<file path="src/rtl/cto_pkg.sv">
package cto_pkg;
  localparam int DESC_W  = 96;
  localparam int FUNC_W  = 8;
  localparam logic [3:0] RANGE_SEL0 = 4'b0101;
  localparam logic [3:0] RANGE_SEL1 = 4'b0110;
  localparam logic [3:0] TMO_STATUS = 4'b1001;

  typedef enum logic [1:0] {
    RQ_MEM    = 2'd0,
    RQ_IO     = 2'd1,
    RQ_CFG    = 2'd2,
    RQ_ATOMIC = 2'd3
  } rq_kind_e;
endpackage

</file>
<file path="src/rtl/cto_tick.sv">
module cto_tick #(
  parameter int PRESCALE = 4,
  localparam int PW = (PRESCALE > 1) ? $clog2(PRESCALE) : 1
) (
  input  logic clk,
  input  logic rst_n,
  output logic tick
);
  logic [PW-1:0] cnt_q, cnt_d;

  always_comb begin
    tick  = (cnt_q == PW'(PRESCALE - 1));
    cnt_d = tick ? '0 : cnt_q + 1'b1;
  end

  always_ff @(posedge clk or negedge rst_n) begin
    if (!rst_n) cnt_q <= '0;
    else        cnt_q <= cnt_d;
  end

  generate
    if (PRESCALE > 1) begin : g_gap
      // ticks are spaced, never back to back
      a_r2_tick_gap: assert property (@(posedge clk) disable iff (!rst_n)
        tick |=> !tick);
    end
  endgenerate
endmodule

</file>
<file path="src/rtl/cto_slot.sv">
module cto_slot #(
  parameter int FUNC_W = 8,
  parameter int CNT_W  = 16
) (
  input  logic              clk,
  input  logic              rst_n,
  input  logic              tick,
  input  logic              clr,
  input  logic              start,
  input  logic [FUNC_W-1:0] start_func,
  input  logic [CNT_W-1:0]  start_period,
  input  logic              cpl_hit,
  input  logic              rel,
  output logic              pend,
  output logic [FUNC_W-1:0] func
);
  logic              act_q, act_d;
  logic              pend_q, pend_d;
  logic [CNT_W-1:0]  cnt_q, cnt_d;
  logic [FUNC_W-1:0] func_q, func_d;
  logic              en;
  logic              last_tick;

  always_comb begin
    act_d     = act_q;
    pend_d    = pend_q;
    cnt_d     = cnt_q;
    func_d    = func_q;
    last_tick = act_q && tick && (cnt_q <= CNT_W'(1));
    if (clr) begin
      act_d  = 1'b0;
      pend_d = 1'b0;
    end else if (start) begin
      act_d  = 1'b1;
      pend_d = 1'b0;
      cnt_d  = (start_period == '0) ? CNT_W'(1) : start_period;
      func_d = start_func;
    end else begin
      if (cpl_hit && act_q) begin
        act_d = 1'b0;
      end else if (last_tick) begin
        act_d  = 1'b0;
        pend_d = 1'b1;
      end else if (act_q && tick) begin
        cnt_d = cnt_q - 1'b1;
      end
      if (rel) pend_d = 1'b0;
    end
    en = clr || start || (cpl_hit && act_q) || (act_q && tick) || rel;
  end

  always_ff @(posedge clk or negedge rst_n) begin
    if (!rst_n) begin
      act_q  <= 1'b0;
      pend_q <= 1'b0;
      cnt_q  <= '0;
      func_q <= '0;
    end else if (en) begin
      act_q  <= act_d;
      pend_q <= pend_d;
      cnt_q  <= cnt_d;
      func_q <= func_d;
    end
  end

  assign pend = pend_q;
  assign func = func_q;

  // a completion on a running timer stops it
  a_r8_cpl_stops: assert property (@(posedge clk) disable iff (!rst_n)
    (cpl_hit && act_q && !clr && !start) |=> !act_q);
  // completion on the final tick suppresses the report
  a_r9_cpl_wins: assert property (@(posedge clk) disable iff (!rst_n)
    (cpl_hit && act_q && tick && (cnt_q <= CNT_W'(1)) && !clr && !start) |=> !pend_q);
  // effective disable drops timers and reports
  a_r6_clr_drops: assert property (@(posedge clk) disable iff (!rst_n)
    clr |=> (!act_q && !pend_q));
endmodule

</file>
<file path="src/rtl/cto_pick.sv">
module cto_pick #(
  parameter int N  = 32,
  localparam int IW = (N > 1) ? $clog2(N) : 1
) (
  input  logic [N-1:0]  pend,
  output logic          any,
  output logic [IW-1:0] idx
);
  always_comb begin
    any = 1'b0;
    idx = '0;
    for (int i = N - 1; i >= 0; i--) begin
      if (pend[i]) begin
        any = 1'b1;
        idx = IW'(i);
      end
    end
  end
endmodule

</file>
<file path="src/rtl/cpl_timeout_tracker.sv">
module cpl_timeout_tracker
  import cto_pkg::*;
#(
  parameter int NTAGS    = 32,
  parameter int CNT_W    = 16,
  parameter int PRESCALE = 4,
  localparam int TAG_W   = $clog2(NTAGS)
) (
  input  logic              clk,
  input  logic              rst_n,
  input  logic              req_valid,
  input  logic [TAG_W-1:0]  req_tag,
  input  logic [7:0]        req_func,
  input  logic [1:0]        req_type,
  input  logic              cpl_valid,
  input  logic [TAG_W-1:0]  cpl_tag,
  input  logic [3:0]        cto_range,
  input  logic              cto_disable,
  input  logic              cap_disable_ok,
  input  logic [CNT_W-1:0]  tmo_val0,
  input  logic [CNT_W-1:0]  tmo_val1,
  output logic              rpt_valid,
  input  logic              rpt_ready,
  output logic [95:0]       rpt_desc
);
  logic              tick;
  logic              dis_eff;
  logic              armed;
  logic              tracked;
  logic [CNT_W-1:0]  period;
  logic [NTAGS-1:0]  pend_vec;
  logic [FUNC_W-1:0] func_arr [NTAGS];
  logic              any;
  logic [TAG_W-1:0]  pick_idx;
  logic              ack;

  always_comb begin
    dis_eff = cap_disable_ok && cto_disable;
    armed   = ((cto_range == RANGE_SEL0) || (cto_range == RANGE_SEL1)) && !dis_eff;
    tracked = req_valid && (req_type != RQ_CFG) && armed;
    period  = (cto_range == RANGE_SEL1) ? tmo_val1 : tmo_val0;
    ack     = any && rpt_ready;
  end

  cto_tick #(.PRESCALE(PRESCALE)) i_tick (
    .clk  (clk),
    .rst_n(rst_n),
    .tick (tick)
  );

  generate
    for (genvar g = 0; g < NTAGS; g++) begin : g_slot
      cto_slot #(.FUNC_W(FUNC_W), .CNT_W(CNT_W)) i_slot (
        .clk         (clk),
        .rst_n       (rst_n),
        .tick        (tick),
        .clr         (dis_eff),
        .start       (tracked && (req_tag == TAG_W'(g))),
        .start_func  (req_func),
        .start_period(period),
        .cpl_hit     (cpl_valid && (cpl_tag == TAG_W'(g))),
        .rel         (ack && (pick_idx == TAG_W'(g))),
        .pend        (pend_vec[g]),
        .func        (func_arr[g])
      );
    end
  endgenerate

  cto_pick #(.N(NTAGS)) i_pick (
    .pend(pend_vec),
    .any (any),
    .idx (pick_idx)
  );

  always_comb begin
    rpt_desc = '0;
    if (any) begin
      rpt_desc[15:12] = TMO_STATUS;
      rpt_desc[30]    = 1'b1;
      rpt_desc[71:64] = 8'(pick_idx);
      rpt_desc[55:48] = func_arr[pick_idx];
    end
    rpt_valid = any;
  end

  // an unaccepted report is held
  a_r10_hold: assert property (@(posedge clk) disable iff (!rst_n)
    (rpt_valid && !rpt_ready && !dis_eff && !req_valid) |=> rpt_valid);
endmodule

</file>
<file path="config.mk">
export PLATFORM = sky130hd
export DESIGN_NAME = cpl_timeout_tracker
export DESIGN_NICKNAME = d
export VERILOG_FILES = /design/src/rtl/cto_pkg.sv /design/src/rtl/cto_tick.sv /design/src/rtl/cto_slot.sv /design/src/rtl/cto_pick.sv /design/src/rtl/cpl_timeout_tracker.sv
export SDC_FILE = /design/constraint.sdc
export NUM_CORES = 2
export LEC_CHECK = 0
export BUFFER_PORTS_ARGS = -buffer_cell sky130_fd_sc_hd__buf_4
export CORE_MARGIN = 8
export CORE_UTILIZATION = 60
export CTS_CLUSTER_DIAMETER = 150
export DETAILED_ROUTE_END_ITERATION = 10
export PLACE_DENSITY = 0.77
export SLEW_MARGIN = 25
export SYNTH_ARGS = -nofsm -noshare
export SYNTH_HDL_FRONTEND = slang
export SYNTH_SLANG_ARGS = --single-unit
</file>
<file path="constraint.sdc">
create_clock -name clk -period 3.4 [get_ports clk]
set_input_delay 0.34 -clock clk [delete_from_list [all_inputs] [get_ports clk]]
set_output_delay 0.34 -clock clk [all_outputs]
set_load 0.03 [all_outputs]
</file>
### Yosys cells after proc, flatten, opt, wreduce, memory -nomap -nowiden

Cells that the tools add are included.

* bits in registers: 834
* logic and storage cells: 1435

* add/subtract/negate cells: 33
* magnitude comparators: 33
* equality and inequality tests: 193
* mux-type cells: 490
* bitwise operators: 2
* reductions and logical operators: 555

Operator list (count)
* two-way mux 16 bit: 130
* <= comparator 16 x 1 -> 1 bit, second input constant: 32
* subtractor 16 x 1 -> 16 bit, second input constant: 32
* two-way mux 1 bit: 321
* nonzero test 4 bit: 64
* == test 5 bit, second input constant: 48
* logical AND 1 bit: 197
* AND reduction 3 bit: 64
* two-way mux 5 bit: 33
* AND reduction 5 bit: 32
* logical OR 1 bit: 129
* inequality test 2 x 1 -> 1 bit, second input constant: 64
* inequality test 4 x 2 -> 1 bit, second input constant: 31
* == test 5 x 4 -> 1 bit, second input constant: 24
* AND reduction 2 bit: 32
* nonzero test 2 bit: 32
* == test 5 x 3 -> 1 bit, second input constant: 12
* binary-select mux 8 bit (select 5 bit): 1
* == test 5 x 2 -> 1 bit, second input constant: 6
* two-way mux 8 bit: 3
* zero test 16 bit: 1
* == test 5 x 1 -> 1 bit, second input constant: 3
* zero test 5 bit: 3
* == test 4 x 3 -> 1 bit, second input constant: 2
* other kinds (10): 10

### Logic depth before layout (Yosys ltp)

* depth in word-level cells: 37
* depth in mapped cells: 14
* gate-level depth less buffers: 11

### Cells and area by module

A second synthesis with hierarchy kept.

* cells, all modules: 6095
* area total of the unflattened synthesis: 54408.4 um2

By module, submodules not included
* cto_slot (g_slot[0].i_slot ...): instances 27, cells each 178, area an instance 1584.0 um2, seq. area each 650.6 um2
* cto_slot (g_slot[6].i_slot ...): instances 3, cells each 157, area an instance 1492.7 um2, seq. area each 650.6 um2
* cpl_timeout_tracker: instances 1, cells each 435, area an instance 3687.3 um2, seq. area each 0.0 um2
* cto_slot (g_slot[5].i_slot ...): instances 2, cells each 157, area an instance 1519.0 um2, seq. area each 650.6 um2
* cto_pick: instances 1, cells each 65, area an instance 370.4 um2, seq. area each 0.0 um2
* cto_tick: instances 1, cells each 4, area an instance 66.3 um2, seq. area each 50.0 um2

### Worst setup path after synthesis

OpenSTA, ideal clock, no wires.

* kind: register to output
* from: register g_slot[18].i_slot.pend_q
* to: output port rpt_desc[53]
* arrival: 3289 ps
* path slack: -229 ps
* cell stages (with the launch flop): 12
* path through: dfrtp_1 > or2_2 > a2111oi_2 > o21a_1 > o211a_1 > buf_4 > buf_2 > buf_2 > nand2_1 > a32oi_1 > nor2_1 > o41ai_1

* word-level cells in the longest chain between the ends: 24

RTL lines
* from (decl): RTL line cto_slot.sv:18 `logic pend_q, pend_d;`
* from (signal assigned): RTL line cto_slot.sv:60 `pend_q <= pend_d;`
* two-way mux 5 bit (19 in series): RTL line cto_pick.sv:13 `if (pend[i]) begin`
* NOT 5 -> 6 bit (implied by the code): RTL line cpl_timeout_tracker.sv:81 `rpt_desc[55:48] = func_arr[pick_idx];`
* binary-select mux 8 bit (select 5 bit): RTL line cpl_timeout_tracker.sv:81
* two-way mux 8 bit (implied by the code) (2 in series): RTL line cpl_timeout_tracker.sv:81
* two-way mux 8 bit *: RTL line cpl_timeout_tracker.sv:77 `if (any) begin`
* to (decl): RTL line cpl_timeout_tracker.sv:24 `output logic [95:0] rpt_desc`

Every way passes the cells marked *; elsewhere a longest branch is shown, timed or not. The select of a mux whose other input is x is not followed.

### Worst setup path after layout

* from: register g_slot[18].i_slot.pend_q
* to: output port rpt_desc[55]

Same word-level chain as after synthesis.

==> results.ini <==
[placed_design]
dp_hpwl_um = 121200
port_buffers = 79
routabilityCongestion = 1.035
dpl_worst_slack_ns = -0.2608

[timing]
max-slew-margin-rel_pct = 26.03
report.final.setup_viol = 8
final_max_slew_viol_count = 0
rsz0062_at_grt = true
final.min_clock_period_ns = 4.150
clock_skew_ns = 0.02621
fin_ws_ns = -0.7498
fmax_mhz = 241.0
timing_worst_slew_pin_value_ns = 1.110
final_min_period_over_clock_period_pct = 122.1
final_number_of_hold_violating_endpoints = 0

[run_status]
violations = negative setup slack
status = finished, violations left

[die]
initial_core_util_pct = 60.50
io_pins = 160
placeableCoreArea_mm2 = 0.08029
die_h_um = 300.5
fp-row-count = 104
floorplan_die_area_mm2 = 0.09032
die_w_um = 300.5

[setup_path]
rr_startpoint = g_slot[22].i_slot.pend
cp.required_ns = 3.06
timing.critical_path.from_type = register
worstSetupStartpoint = g_slot[18].i_slot.pend
critical_path_peak_fanout = 4
number_of_cells_on_the_worst_reg_to_reg_path = 10
crit_arrival_ns = 3.81
reg2reg_slack_ns = 0.05
critical_path.endpoint_type = output pin
criticalPathCategory = register to output pin
rr_endpoint = g_slot[21].i_slot.pend

[clocking]
cts_inserted_buffers = 93
htree_levels = 3
cts_tree = yes
clock_tree_sinks = 834
cts_max_path_buffers = 3
clock_insertion_delay_worst_skew_ns = 0.68
root_buffer = sky130_fd_sc_hd__clkbuf_16
clk_transition_reported_paths_ns = 0.06

[detailed_routing]
route.vias.total = 48971
drt_first_pass_iters = 9
routedWlPerCell_um = 24.12
routed_wl_um = 179300
postRouteAntennaNets = 0
drc = 0
drt-initial-drc-count = 5761
route.detailed.vias_per_inst = 6.590

[synth]
portion_of_the_post_synthesis_area_used_by_sequential_elements_pct = 42.97
synth_top_area_share_pct = 42.97
ys.flop_type = sky130_fd_sc_hd__dfrtp_1
synth.cell_area_mm2 = 0.04857
syn_area_per_cell_um2 = 7.979
post-synth-top-area-cell = sky130_fd_sc_hd__dfrtp_1
synthArstFlopShare_pct = 100.0
synth_area_leaders = sky130_fd_sc_hd__dfrtp_1, sky130_fd_sc_hd__nand2_1, sky130_fd_sc_hd__o21ai_0
synth_enable_flop_cells = 0
ff_latch_count_synth = 834
synth-warning-count = 0
postSynthCellCount = 6088
yosysUniqueCellTypes = 97

[finish]
most_frequent_cells_in_the_layout = sky130_fd_sc_hd__nand2_1, sky130_fd_sc_hd__dfrtp_1, sky130_fd_sc_hd__o21ai_0
post_route_cells_drive_above_1_share_pct = 14.32
layout_filler_cell_count = 6381
mostFrequentLayoutCell = sky130_fd_sc_hd__nand2_1
areaGrowthSynthToFinish_pct = 16.49
layout.core_utilization_pct = 70.47
design.final.nets = 6415

[global_route]
global_route.usage.met1_pct = 51.80
globalRoute.busiestLayer = met2
grt.met3_usage_pct = 10.06
grt_use_met2_pct = 56.79
grt_start_max_net_pins = 114
groute.usage.overall_pct = 38.32
grt_antenna_before_repair = 9
number_of_global_route_vias_before_repair = 45330
grt_pass1_wl_um = 271700
grt-ovfl-total = 0

[pwr]
switching_share_pct = 26.69
intPower_mw = 17.45
seqPwrFrac_pct = 44.2
p_leak_nw = 25.73
clk_pwr_share_pct = 46.6
powerDensity_mw_per_mm2 = 420.7
power.net_switching_mw = 6.353
vdd_ir_drop_max_v = 0.0005038
share_comb_of_total_power_pct = 9.3

[worst_hold_path]
worst_hold_path_type = input port to register
timing.hold.worst_path_depth = 3
timing.hold.worst.start = req_func[3]
hold-path-endpoint = g_slot[17].i_slot.func[3]

[job]
cap_violations = 0

-- registers in the layout, summed over array words and instances (netlist names) --
signal               flops
g_slot.i_slot.act_q     32
g_slot.i_slot.cnt_q    512
g_slot.i_slot.func     256
g_slot.i_slot.pend      32
i_tick.cnt_q             2
-- synth_stat cells (35+ instances only) --
master,number
sky130_fd_sc_hd__nand2b_1,42
sky130_fd_sc_hd__inv_1,133
sky130_fd_sc_hd__buf_2,41
sky130_fd_sc_hd__nand3_1,247
sky130_fd_sc_hd__a21oi_1,480
sky130_fd_sc_hd__a22oi_1,42
sky130_fd_sc_hd__a22o_1,151
sky130_fd_sc_hd__o22ai_1,140
sky130_fd_sc_hd__buf_4,87
sky130_fd_sc_hd__a31oi_1,50
sky130_fd_sc_hd__nor2_1,477
sky130_fd_sc_hd__nor3_1,253
sky130_fd_sc_hd__mux2i_1,35
sky130_fd_sc_hd__o31ai_1,38
sky130_fd_sc_hd__nand2_1,1208
sky130_fd_sc_hd__dfrtp_1,834
sky130_fd_sc_hd__clkbuf_1,338
sky130_fd_sc_hd__or3_1,98
sky130_fd_sc_hd__nor4_1,83
sky130_fd_sc_hd__o21ai_0,642
sky130_fd_sc_hd__o211ai_1,42
sky130_fd_sc_hd__ha_1,65
-- power groups by stage --
stage | sequential, mW | clock [mW] | combinational [mW]
floorplan | 10.6 | 0 | 1.32
global placement | 10.7 | 0 | 2.08
detailed placement | 10.7 | 0 | 2.14
CTS | 10.5 | 11.1 | 2.16
global route | 10.5 | 11.5 | 2.41
finish | 10.5 | 11.1 | 2.21
-- layer usage --
metal,share of wire [%],routed length (um),up-vias
met5,0.023,42,-
met4,6.3,11340,8
met3,12,21160,650
met2,43,76550,2752
met1,39,70180,23567
li1,-,-,21994
-- worst max-delay path, stage by stage (launching register included) --
cell and delay (ns):
sky130_fd_sc_hd__dfrtp_1 0.41, sky130_fd_sc_hd__or2_4 0.29, sky130_fd_sc_hd__a2111oi_4 0.34, sky130_fd_sc_hd__o21a_2 0.24
sky130_fd_sc_hd__buf_4 0.13, sky130_fd_sc_hd__o211ai_4 0.11, sky130_fd_sc_hd__buf_6 0.15, sky130_fd_sc_hd__a2111oi_4 0.35
sky130_fd_sc_hd__a221o_1 0.21, sky130_fd_sc_hd__nor4b_2 0.06, sky130_fd_sc_hd__buf_4 0.14, sky130_fd_sc_hd__a22o_1 0.17
sky130_fd_sc_hd__a221o_1 0.35, sky130_fd_sc_hd__buf_6 0.16
-- metrics by stage --
stage          setup TNS [ns]  power, mW  hold slack, ns  cell area [um2]  std cells
6_report               -5.129      23.80          0.1328            56580       7431
5_1_grt                -5.891      24.45          0.1246            56570       7425
4_1_cts                -4.807      23.76         0.09765            55860       7394
3_5_place_dp           -1.284      12.81          0.3414            52130       7211
3_3_place_gp           -1.536      12.74          0.3391            52110       7211
2_1_floorplan               0      11.88         0.04441            48880       6167
-- timing repair --
action | in CTS | in global routing
cloned | 2 | 0
hold buffers | 1 | 0
buffers inserted | 11 | 30
endpoints found under the setup margin | 8 | 20
pin swaps | 13 | 35
endpoints found under the hold margin | 43 | 0
gates resized for setup | 60 | 93
-- final cells by class --
cell class | instances | area, um2 | area share (%)
flip-flops and latches | 834 | 20880 | 36.89
inverters | 135 | 511.7 | 0.9044
clock inverters | 47 | 695.7 | 1.229
multi-input cells | 4709 | 26180 | 46.28
diodes | 9 | 22.52 | 0.03980
repair buffers | 514 | 4314 | 7.625
well taps | 1060 | 1326 | 2.344
clock buffers | 123 | 2653 | 4.688
-- cell families (layout without fill, tap and decap cells) --
group | after synthesis | in the layout | share of synthesized area [%]
other | 1 | 89 | 0.007720
AOI/OAI and AO/OA | 1836 | 1837 | 23.20
adders and majority gates | 65 | 65 | 1.674
muxes | 70 | 70 | 1.540
xor gates and xnor gates | 31 | 31 | 0.5590
DFF | 834 | 834 | 42.97
buffers and inverters | 625 | 819 | 5.675
and+or+nand+nor | 2626 | 2626 | 24.38
-- worst max path at each step --
stage,end,slack [ns],cells after the start
2_1_floorplan,rpt_desc[49],0.03,12
3_3_place_gp,rpt_desc[49],-0.33,12
3_5_place_dp,rpt_desc[48],-0.26,12
4_1_cts,rpt_desc[55],-0.68,12
5_1_grt,rpt_desc[51],-0.81,11
6_report,rpt_desc[55],-0.75,13
Power figures use the tool's default switching activity.
